### src/rtl/owm_pkg.sv
package owm_pkg;

  localparam int TW = 16;

  typedef logic [TW-1:0] usVal_t;

  typedef enum logic [1:0] {
    CMD_RESET = 2'b00,
    CMD_WRITE = 2'b01,
    CMD_READ  = 2'b10,
    CMD_NONE  = 2'b11
  } cmdKind_t;

  // One timing set, every field in microseconds
  typedef struct packed {
    usVal_t rstLow;
    usVal_t rstRel;
    usVal_t presAt;
    usVal_t w1Low;
    usVal_t w0Low;
    usVal_t rdLow;
    usVal_t rdSample;
    usVal_t slotLen;
    usVal_t recov;
  } timing_t;

  // Strobes from control to datapath
  typedef struct packed {
    logic clrTime;
    logic driveLow;
    logic samplePres;
    logic sampleBit;
  } strobes_t;

  function automatic int maxInt(int a, int b);
    return (a > b) ? a : b;
  endfunction

endpackage

### src/rtl/owm_datapath.sv
module owm_datapath
  import owm_pkg::*;
#(
  parameter int CYCLES_PER_US = 100,
  parameter int US_W          = 10
) (
  input  logic            clk,
  input  logic            rst,
  input  strobes_t        st,
  input  logic            lineIn,
  output logic            usTick,
  output logic [US_W-1:0] usCount,
  output logic            lineLowEn,
  output logic            presence,
  output logic            readBit
);

  localparam int PW = (CYCLES_PER_US > 1) ? $clog2(CYCLES_PER_US) : 1;
  localparam logic [PW-1:0] PRE_LAST = PW'(CYCLES_PER_US - 1);

  logic [PW-1:0] preCnt;
  logic          syncA;
  logic          syncB;

  // Microsecond prescaler, restarted by the control at each phase boundary
  assign usTick = (preCnt == PRE_LAST);

  always_ff @(posedge clk) begin
    if (rst || st.clrTime) begin
      preCnt <= '0;
    end else if (usTick) begin
      preCnt <= '0;
    end else begin
      preCnt <= preCnt + 1'b1;
    end
  end

  always_ff @(posedge clk) begin
    if (rst || st.clrTime) begin
      usCount <= '0;
    end else if (usTick) begin
      usCount <= usCount + 1'b1;
    end
  end

  // Two-flop synchronizer, idle level high (pull-up)
  always_ff @(posedge clk) begin
    if (rst) begin
      syncA <= 1'b1;
      syncB <= 1'b1;
    end else begin
      syncA <= lineIn;
      syncB <= syncA;
    end
  end

  always_ff @(posedge clk) begin
    if (rst) begin
      presence <= 1'b0;
    end else if (st.samplePres) begin
      presence <= ~syncB;
    end
  end

  always_ff @(posedge clk) begin
    if (rst) begin
      readBit <= 1'b0;
    end else if (st.sampleBit) begin
      readBit <= syncB;
    end
  end

  assign lineLowEn = st.driveLow;

endmodule

### src/rtl/owm_ctrl.sv
module owm_ctrl
  import owm_pkg::*;
#(
  parameter int      US_W  = 10,
  parameter timing_t STD_T = '0,
  parameter timing_t OD_T  = '0
) (
  input  logic            clk,
  input  logic            rst,
  input  logic            cmdValid,
  input  logic [1:0]      cmdKind,
  input  logic            cmdBit,
  input  logic            overdrive,
  input  logic            usTick,
  input  logic [US_W-1:0] usCount,
  output strobes_t        st,
  output logic            busy,
  output logic            done
);

  typedef enum logic [2:0] {
    S_IDLE,
    S_RST_LOW,
    S_RST_REL,
    S_SLOT_LOW,
    S_SLOT_REL,
    S_RECOV
  } state_t;

  state_t   state;
  state_t   stateNxt;
  logic     odQ;
  logic     readQ;
  logic     bitQ;
  logic     doneSet;
  timing_t  cur;
  usVal_t   lowUs;
  cmdKind_t kindIn;
  logic     accept;

  assign kindIn = cmdKind_t'(cmdKind);
  assign accept = cmdValid && (state == S_IDLE) && (kindIn != CMD_NONE);
  assign cur    = odQ ? OD_T : STD_T;
  assign lowUs  = readQ ? cur.rdLow : (bitQ ? cur.w1Low : cur.w0Low);

  // True in the cycle that completes n microseconds since the last clear
  function automatic logic elapsed(input usVal_t n);
    return usTick && (usCount == US_W'(n - usVal_t'(1)));
  endfunction

  always_comb begin
    st       = '0;
    stateNxt = state;
    doneSet  = 1'b0;
    unique case (state)
      S_IDLE: begin
        if (accept) begin
          st.clrTime = 1'b1;
          stateNxt   = (kindIn == CMD_RESET) ? S_RST_LOW : S_SLOT_LOW;
        end
      end
      S_RST_LOW: begin
        st.driveLow = 1'b1;
        if (elapsed(cur.rstLow)) begin
          st.clrTime = 1'b1;
          stateNxt   = S_RST_REL;
        end
      end
      S_RST_REL: begin
        if (elapsed(cur.presAt)) begin
          st.samplePres = 1'b1;
        end
        if (elapsed(cur.rstRel)) begin
          doneSet  = 1'b1;
          stateNxt = S_IDLE;
        end
      end
      S_SLOT_LOW: begin
        st.driveLow = 1'b1;
        if (elapsed(lowUs)) begin
          stateNxt = S_SLOT_REL;
        end
      end
      S_SLOT_REL: begin
        if (readQ && elapsed(cur.rdSample)) begin
          st.sampleBit = 1'b1;
        end
        if (elapsed(cur.slotLen)) begin
          st.clrTime = 1'b1;
          stateNxt   = S_RECOV;
        end
      end
      S_RECOV: begin
        if (elapsed(cur.recov)) begin
          doneSet  = 1'b1;
          stateNxt = S_IDLE;
        end
      end
      default: stateNxt = S_IDLE;
    endcase
  end

  always_ff @(posedge clk) begin
    if (rst) begin
      state <= S_IDLE;
      done  <= 1'b0;
    end else begin
      state <= stateNxt;
      done  <= doneSet;
    end
  end

  // Command attributes, latched only on acceptance
  always_ff @(posedge clk) begin
    if (rst) begin
      odQ   <= 1'b0;
      readQ <= 1'b0;
      bitQ  <= 1'b0;
    end else if (accept) begin
      odQ   <= overdrive;
      readQ <= (kindIn == CMD_READ);
      bitQ  <= cmdBit;
    end
  end

  assign busy = (state != S_IDLE);

endmodule

### src/rtl/owm_top.sv
module owm_top
  import owm_pkg::*;
#(
  parameter int CYCLES_PER_US  = 100,
  parameter int STD_RST_LOW_US = 500,
  parameter int STD_RST_REL_US = 500,
  parameter int STD_PRES_US    = 70,
  parameter int STD_W1_US      = 6,
  parameter int STD_W0_US      = 60,
  parameter int STD_RD_LOW_US  = 2,
  parameter int STD_RD_SMP_US  = 13,
  parameter int STD_SLOT_US    = 70,
  parameter int STD_REC_US     = 2,
  parameter int OD_RST_LOW_US  = 60,
  parameter int OD_RST_REL_US  = 60,
  parameter int OD_PRES_US     = 8,
  parameter int OD_W1_US       = 1,
  parameter int OD_W0_US       = 7,
  parameter int OD_RD_LOW_US   = 1,
  parameter int OD_RD_SMP_US   = 2,
  parameter int OD_SLOT_US     = 10,
  parameter int OD_REC_US      = 2
) (
  input  logic       clk,
  input  logic       rst,
  input  logic       cmdValid,
  input  logic [1:0] cmdKind,
  input  logic       cmdBit,
  input  logic       overdrive,
  input  logic       lineIn,
  output logic       busy,
  output logic       done,
  output logic       presence,
  output logic       readBit,
  output logic       lineLowEn
);

  localparam timing_t STD_T = '{
    rstLow:   usVal_t'(STD_RST_LOW_US),
    rstRel:   usVal_t'(STD_RST_REL_US),
    presAt:   usVal_t'(STD_PRES_US),
    w1Low:    usVal_t'(STD_W1_US),
    w0Low:    usVal_t'(STD_W0_US),
    rdLow:    usVal_t'(STD_RD_LOW_US),
    rdSample: usVal_t'(STD_RD_SMP_US),
    slotLen:  usVal_t'(STD_SLOT_US),
    recov:    usVal_t'(STD_REC_US)
  };

  localparam timing_t OD_T = '{
    rstLow:   usVal_t'(OD_RST_LOW_US),
    rstRel:   usVal_t'(OD_RST_REL_US),
    presAt:   usVal_t'(OD_PRES_US),
    w1Low:    usVal_t'(OD_W1_US),
    w0Low:    usVal_t'(OD_W0_US),
    rdLow:    usVal_t'(OD_RD_LOW_US),
    rdSample: usVal_t'(OD_RD_SMP_US),
    slotLen:  usVal_t'(OD_SLOT_US),
    recov:    usVal_t'(OD_REC_US)
  };

  localparam int MAX_STD = maxInt(maxInt(STD_RST_LOW_US, STD_RST_REL_US),
                                  maxInt(STD_SLOT_US, STD_REC_US));
  localparam int MAX_OD  = maxInt(maxInt(OD_RST_LOW_US, OD_RST_REL_US),
                                  maxInt(OD_SLOT_US, OD_REC_US));
  localparam int US_W    = $clog2(maxInt(MAX_STD, MAX_OD) + 1);

  strobes_t        st;
  logic            usTick;
  logic [US_W-1:0] usCount;

  owm_ctrl #(
    .US_W  (US_W),
    .STD_T (STD_T),
    .OD_T  (OD_T)
  ) ctrl_i (
    .clk       (clk),
    .rst       (rst),
    .cmdValid  (cmdValid),
    .cmdKind   (cmdKind),
    .cmdBit    (cmdBit),
    .overdrive (overdrive),
    .usTick    (usTick),
    .usCount   (usCount),
    .st        (st),
    .busy      (busy),
    .done      (done)
  );

  owm_datapath #(
    .CYCLES_PER_US (CYCLES_PER_US),
    .US_W          (US_W)
  ) dp_i (
    .clk       (clk),
    .rst       (rst),
    .st        (st),
    .lineIn    (lineIn),
    .usTick    (usTick),
    .usCount   (usCount),
    .lineLowEn (lineLowEn),
    .presence  (presence),
    .readBit   (readBit)
  );

endmodule

### config.mk
export PLATFORM = sky130hd
export DESIGN_NAME = owm_top
export DESIGN_NICKNAME = d
export VERILOG_FILES = /design/src/rtl/owm_pkg.sv /design/src/rtl/owm_datapath.sv /design/src/rtl/owm_ctrl.sv /design/src/rtl/owm_top.sv
export SDC_FILE = /design/constraint.sdc
export NUM_CORES = 1
export LEC_CHECK = 0
export CORE_ASPECT_RATIO = 0.5
export CORE_MARGIN = 2
export CORE_UTILIZATION = 55
export DETAILED_ROUTE_END_ITERATION = 10
export GPL_TIMING_DRIVEN = 0
export PLACE_DENSITY = 0.77
export SETUP_SLACK_MARGIN = 0.2
export SYNTH_ARGS = -nofsm -noshare
export SYNTH_HDL_FRONTEND = slang
export SYNTH_HIERARCHICAL = 1
export SYNTH_SLANG_ARGS = --single-unit
### constraint.sdc
create_clock -name clk -period 5.25 [get_ports clk]
set_input_delay 1.05 -clock clk [delete_from_list [all_inputs] [get_ports clk]]
set_output_delay 1.05 -clock clk [all_outputs]
set_load 0.1 [all_outputs]
======== Word-level counts from Yosys, hierarchy flattened ========
Cells that the tools add are included.
storage, ports and cells
  logic and storage cells ................. 82
  memories ................................ 0
  bits of input ports ..................... 8
  bits in registers ....................... 27
  memory bits (read-only) ................. 0
  latch bits .............................. 0
  RAM bits ................................ 0
operators by class
  reductions and logical operators ........ 17
  multipliers ............................. 0
  equality and inequality tests ........... 21
  muxes and demuxes ....................... 23
  add/subtract/negate cells ............... 9
  divide/modulo/power cells ............... 0
  magnitude comparators ................... 0
  shift operators ......................... 0
  bitwise operators ....................... 1
operator list
  operator                                           count
  two-way mux 137 bit                                1
  == test 9 bit                                      7
  subtractor 9 x 1 -> 9 bit (second input constant)  7
  two-way mux 3 bit                                  6
  two-way mux 9 bit                                  2
  case mux 3 bit (6 select lines)                    1
  != test 2 x 1 -> 1 bit (second input constant)     6
  logical AND 1 bit                                  10
  two-way mux 1 bit                                  10
  adder 9 x 1 -> 9 bit (second input constant)       1
  adder 7 x 1 -> 7 bit (second input constant)       1
  == test 7 bit (second input constant)              1
  == test 3 x 2 -> 1 bit (second input constant)     2
  == test 3 bit (second input constant)              2
  AND reduction 6 bit                                1
  OR reduction 2 bit                                 2
  == test 3 x 1 -> 1 bit (second input constant)     1
  zero test 3 bit                                    1
  case mux 1 bit (3 select lines)                    1
  nonzero test 3 bit                                 1
  == test 2 bit (second input constant)              1
  zero test 2 bit                                    1
  two-way mux 2 bit                                  1
  != test 2 bit (second input constant)              1
  3 further kinds                                    3

======== Logic depth before layout (Yosys ltp) ========
Gate-level depths: netlist (run 1).
  depth after elaboration ................. 8
  depth in mapped cells ................... 13
  depth with buffers taken out ............ 11

======== By module ========
The synthesis (run 1) kept the hierarchy.
by module, submodules not included
  module        area an instance (µm²)  instances  cells an instance
  owm_datapath  912.1                   1          96
  owm_ctrl      852.1                   1          114

======== Least setup slack after synthesis (run 1) ========
Ideal clock, no wire load.
  kind .................................... reg2reg
  from .................................... register dp_i.preCnt[0]
  to ...................................... register dp_i.preCnt[6]
  arrival time ............................ 2.452 ns
  stages on the path, launching flop included .. 14
  setup slack ............................. 2.702 ns
  library setup time ...................... 0.095 ns
  required time ........................... 5.155 ns
  path through ............................ dfxtp_1 > ha_1 > nand4bb_4 > buf_6 > nor2_1 > and4b_1 > nand3_1 > nor2_1 > a32oi_1 > nand2_1 > or2_1 > buf_2 > or4b_1 > o311ai_1
RTL lines
  item                      RTL line            source
  start: declaration        owm_datapath.sv:21  logic [PW-1:0] preCnt;
  start signal: assignment  owm_datapath.sv:34  preCnt <= preCnt + 1'b1;

==> results of run 1 <==
path summary, 6_finish.rpt:
check                                    to                    startpoint  cells after the start  slack (ps)
setup / recovery                  lineLowEn  ctrl_i/state[0]$_SDFFE_PP0P_                      5        1760
hold / removal        dp_i/syncB$_SDFF_PP1_         dp_i/syncA$_SDFF_PP1_                      1         420
setup reg to reg  dp_i/preCnt[6]$_SDFF_PP0_     dp_i/preCnt[0]$_SDFF_PP0_                     13        2380
hold reg to reg       dp_i/syncB$_SDFF_PP1_         dp_i/syncA$_SDFF_PP1_                      1         420
worst max-delay path: cells and delay by family, from the launching register on:
family,cells,cell delay [ps]
flip-flops,1,320
buffers and inverters,4,1710
AND/OR/NAND/NOR,1,130
cells by family (layout without fill, tap and decap cells):
group / after synthesis / count (layout) / synth area share (%)
muxes: 8 / 8 / 4.54
adders and majority gates: 6 / 6 / 4.26
buffers and inverters: 20 / 36 / 5.11
xor gates and xnor gates: 11 / 11 / 5.46
DFF: 27 / 27 / 30.6
AOI/OAI and AO/OA: 34 / 34 / 12.9
and+or+nand+nor: 104 / 104 / 37.1
Yosys cell counts (all sizes together) (3+ instances only):
master   n  area share [%]
a21oi   12             3.6
and4b    3             1.7
buf      6             2.1
clkbuf   3            0.64
dfxtp   27              31
ha       6             4.3
inv     11             2.3
mux2i    8             4.5
nand2   12             2.6
nand2b   4             1.4
nand3   11             3.1
nand4    6             2.1
nand4b   5             2.8
nor2    21             4.5
nor2b    3             1.1
nor3     5             1.4
nor4     3             1.1
nor4bb   3             1.7
o21ai    5             1.4
o31ai    5             2.1
or2      4             1.4
or3      4             1.5
or4      8             3.4
xnor2    4             2.0
xor2     7             3.5
report_power, final:
group | total (mW) | internal, mW | switching (mW) | leakage, nW
clock | 0.129 | 0.0559 | 0.0727 | 0.0261
sequential | 0.232 | 0.220 | 0.0123 | 0.219
combinational | 0.242 | 0.0841 | 0.158 | 0.451
through the flow:
stage / total power [mW] / util, %
6_report: 0.603 / 65.5
3_5_place_dp: 0.476 / 63.8
2_1_floorplan: 0.425 / -
5_1_grt: 0.640 / 65.5
3_3_place_gp: 0.470 / 63.8
4_1_cts: 0.606 / 65.5
area by class of cell:
| type | instances | area, um2 |
|---|---|---|
| Multi-Input combinational cell | 163 | 1130 |
| Sequential cell | 27 | 541 |
| Fill cell | 258 | 1050 |
| Inverter | 11 | 41.3 |
| Clock inverter | 1 | 8.76 |
| Clock buffer | 3 | 41.3 |
| Buffer | 9 | 48.8 |
| Tap cell | 40 | 50.0 |
| Timing Repair Buffer | 12 | 120 |
metal layers:
layer  GRT usage [%]  routed length [um]  up-vias
met5               0                   0        -
met4            6.77                  44        0
met3            5.04                 193        6
met2            41.6                1750       40
met1            26.5                1800      783
li1                -                   -      814
==> run_results.csv, run 1 <==
group,metric,value,unit
run_status,outcome,"completed",
floorplan,fp.dieArea,0.00370,mm2
clocking,htree_levels,1,
sta,hold_violations,0,
final_layout,final_common_cell,"dfxtp_1",
clocking,insertion_delay,280,ps
final_layout,reg_top3,"dp_i/usCount: 9 flops, dp_i/preCnt: 7 flops, ctrl_i/state: 3 flops",
global_route,grt_max_degree,18,
worst_setup_path,endpoint_kind,"primary output",
logic_synthesis,synth-edff-count,0,
detailed_routing,drt_first_iter_violations,104,
final_layout,area_growth,12.5,%
global_route,grt_pass1_vias,1550,
sta,fin_tns_setup,0,ps
logic_synthesis,synth-seq-cells,27,
worst_setup_path,path_cells,"clkbuf_1, nand2_1, inv_1, buf_4, clkdlybuf4s50_1",
logic_synthesis,synth_ff_type,"dfxtp_1",
placement,dpl_cell_area,0.00193,mm2
final_layout,layout_common_cells,"dfxtp_1 (27), nor2_1 (21), nand2_1 (12), clkdlybuf4s50_1 (12)",
floorplan,fp.dieH,44.1,um
sta,setup_viol,0,
global_route,antenna_found_initial,0,
global_route,grt_pass1_wl,6.58,mm
final_layout,regMostFlops,"dp_i/usCount",
logic_synthesis,syn_nets,224,
clocking,clock_path_buffers,2,
clocking,cts_root_buffer,"clkbuf_8",
logic_synthesis,async_flop_share,0,%
detailed_routing,vias_per_cell,6.18,
final_layout,antennaDiodeCount,0,
logic_synthesis,synth.distinct_cells,51,
clocking,clock-sinks,27,
sta,fin_crit,3490,ps
floorplan,core.rowCount,14,
detailed_routing,ant_nets,0,
final_layout,nNetsFinal,241,
worst_setup_path,slowest_stage,"clkdlybuf4s50_1",
worst_setup_path,critPathLaunchType,"flip-flop",
logic_synthesis,synth_seq_area_share,30.6,%
sta,max_freq,0.286,GHz
detailed_routing,wl_per_cell,14.2,um
placement,io_buffer_count,12,
final_layout,design_area,0.00198,mm2
sta,holdWs,417,ps
logic_synthesis,syn_area,0.00176,mm2
sta,worst_slew_pin_slew,962,ps
clocking,cts_buffers,3,
clocking,cts_hold_buf,0,
clocking,post_cts_buffers,0,
detailed_routing,drc_errors,0,
detailed_routing,wirelength,3.79,mm
detailed_routing,routed-via-count,1643,
hold_path,worstHoldPathType,"flip-flop to flip-flop",
sta,slew_viol_final,0,
sta,fin_crit_sh,66.5,%
worst_setup_path,cp_slowest_stage_delay,1110,ps
pwr,power_density,304,mW/mm2
logic_synthesis,netlist_instances,210,
sta,rsz0062_at_grt,"no",
final_layout,fin_cells,266,
clocking,clk_pin_slew,100,ps
placement,routabilityCongestion,0.793,
floorplan,ios,13,
final_layout,largest_reg_flops,9,
final_layout,drive_gt1_share,8.41,%
placement,pre_cts_ws,2100,ps
detailed_routing,drt_first_pass_iters,4,
clocking,cts_tree,"built",
pwr,peakVddDrop,0.295,mV
floorplan,die_x,84.1,um
logic_synthesis,synth_warnings,6,
worst_setup_path,cp.required,4200,ps
placement,place_inst,262,
sta,slew_headroom,35.7,%
pwr,leakage,0.697,nW
global_route,track_usage,22.3,%
worst_setup_path,worstSetupPathType,"flip-flop to primary output",
global_route,grt-ovfl-total,0,
placement,dp_hpwl,2.73,mm
floorplan,coreArea,0.00303,mm2
sta,timing.final.ws_setup,1760,ps
clocking,cts_resized,0,
sta,skew,1.92,ps
floorplan,initial_utilization,58.2,%
flow_run,maxCapViolations,0,
logic_synthesis,avgSynthCellArea,8.40,um2
worst_setup_path,worst-path-max-fanout,10,
worst_setup_path,worstPathArrival,2440,ps
Power figures use the tool's default switching activity.
==> run 2: changes to the inputs <==
Settings changed: CORE_UTILIZATION 55 to 52, PLACE_DENSITY 0.77 to 0.76.
Clock period 5.25 ns to 3.1 ns, I/O delays scaled along.
==> run_results.csv, run 2 (same netlist as run 1, synthesis figures left out) <==
group,metric,value,unit
sta,hold_violations,0,
worst_setup_path,worstPathArrival,2150,ps
detailed_routing,drt_first_pass_iters,4,
floorplan,initial_utilization,56.6,%
worst_setup_path,worst-path-max-fanout,10,
global_route,grt-ovfl-total,0,
sta,slew_headroom,35.7,%
final_layout,nFillCells,278,
clocking,cts_buffers,3,
final_layout,design_area,0.00205,mm2
clocking,clock_path_buffers,2,
final_layout,layout_common_cells,"dfxtp_1 (23), nor2_1 (21), nand2_1 (12)",
pwr,power_density,503,mW/mm2
final_layout,largest_reg_flops,9,
pwr,leakage,0.720,nW
final_layout,antennaDiodeCount,0,
worst_setup_path,crit_start,"ctrl_i/state[0]$_SDFFE_PP0P_",
final_layout,nNetsFinal,245,
hold_path,worstHoldPathType,"flip-flop to flip-flop",
detailed_routing,drt_first_iter_violations,87,
placement,io_buffer_count,12,
clocking,cts_tree,"built",
global_route,antenna_found_initial,0,
run_status,outcome,"completed",
sta,rsz0062_at_grt,"no",
floorplan,coreArea,0.00312,mm2
sta,worst_slew_pin_slew,962,ps
global_route,grt_pass1_vias,1359,
sta,slew_viol_final,0,
detailed_routing,vias_per_cell,6.07,
floorplan,core.rowCount,14,
hold_path,hold_path_startpoint,"dp_i/syncA$_SDFF_PP1_",
placement,routabilityCongestion,0.806,
clocking,clk_pin_slew,110,ps
detailed_routing,ant_nets,0,
global_route,grt_max_degree,18,
final_layout,reg_top3,"dp_i/usCount: 9 flops, dp_i/preCnt: 7 flops, ctrl_i/state: 3 flops",
placement,dp_hpwl,2.70,mm
clocking,htree_levels,1,
worst_setup_path,endpoint_kind,"primary output",
clocking,cts_hold_buf,0,
global_route,track_usage,20.9,%
sta,skew,9.23,ps
final_layout,fin_cells,270,
sta,fin_tns_setup,0,ps
sta,setup_viol,0,
detailed_routing,drc_errors,0,
final_layout,area_growth,16.0,%
final_layout,drive_gt1_share,13.0,%
worst_setup_path,r2r_start,"dp_i/preCnt[0]$_SDFF_PP0_",
flow_run,maxCapViolations,0,
worst_setup_path,critPathLaunchType,"flip-flop",
detailed_routing,wl_per_cell,14.2,um
pwr,peakVddDrop,0.217,mV
floorplan,die_x,86.4,um
clocking,clock-sinks,27,
placement,dpl_cell_area,0.00193,mm2
worst_setup_path,worstSetupPathType,"flip-flop to primary output",
sta,fin_crit,2770,ps
clocking,cts_root_buffer,"clkbuf_8",
global_route,grt_pass1_wl,6.27,mm
final_layout,utilization,65.6,%
final_layout,regMostFlops,"dp_i/usCount",
clocking,insertion_delay,290,ps
detailed_routing,wirelength,3.84,mm
sta,fin_crit_sh,89.4,%
floorplan,ios,13,
placement,place_inst,262,
detailed_routing,routed-via-count,1639,
floorplan,fp.dieArea,0.00390,mm2
final_layout,final_common_cell,"dfxtp_1",
floorplan,fp.dieH,45.2,um
sta,max_freq,0.361,GHz
worst_setup_path,cp.required,2480,ps
==> run 2: cell types whose count changed in the layout (fill, tap and decap cells not counted), sizes merged <==
cell,before,now
dlygate4sd2,0,2
clkbuf,6,8
clkdlybuf4s50,12,10
buf,6,8
==> run 2: layout make-up <==
| type | count | area, um2 | share of cell area, % |
|---|---|---|---|
| flip-flops and latches | 27 | 546 | 26.7 |
| multi-input cells | 163 | 1160 | 56.6 |
| inverters | 11 | 41.3 | 2.02 |
| repair buffers | 16 | 148 | 7.22 |
| clock inverters | 1 | 8.76 | 0.428 |
| plain buffers | 9 | 53.8 | 2.63 |
| clock buffers | 3 | 41.3 | 2.02 |
| well taps | 40 | 50.0 | 2.45 |
==> run 2: worst paths after layout <==
path,end,slack [ps],cells after the start
setup reg to reg,dp_i/preCnt[6]$_SDFF_PP0_,390,13
setup / recovery,lineLowEn,330,5
hold reg to reg,dp_i/syncB$_SDFF_PP1_,430,1
hold / removal,dp_i/syncB$_SDFF_PP1_,430,1
==> run 2: timing repair <==
item,4_1_cts,5_1_grt
setup buffers,0,4
resized for setup,3,9
endpoints found under the setup margin,3,4
pin swaps,0,1
==> run 2: critical path: stages (launching register included) <==
cell and delay, ps:
dfxtp_1 330, clkbuf_1 340, nand2_1 130, inv_1 120, buf_4 110, dlygate4sd2_1 840
==> run 2: per-layer routing <==
layer,routed length [um],track usage [%],part of all wire [%]
met5,0,0,0
met4,21,6.56,0.55
met3,174,4.94,4.5
met2,1760,34.0,46
met1,1880,28.1,49
==> run 2: per-stage QoR <==
step / total power [mW] / worst slack, ps / hold WS [ps]
detailed placement: 0.807 / 213 / 402
global placement: 0.796 / 276 / 392
finish: 1.03 / 329 / 434
global route: 1.09 / 186 / 472
floorplan: 0.720 / 552 / 389
CTS: 1.02 / 255 / 441
==> run 2: report_power, final <==
part	internal, mW	switching [mW]	total [mW]
sequential	0.373	0.0245	0.397
clock	0.0949	0.128	0.223
combinational	0.141	0.267	0.408
total	0.609	0.419	1.03
==> run 3: changes to the inputs <==
Settings changed: SKIP_LAST_GASP set to 1.
==> results of run 3 <==
Same layout as run 2: the final DEF is identical, and so are final timing and power.
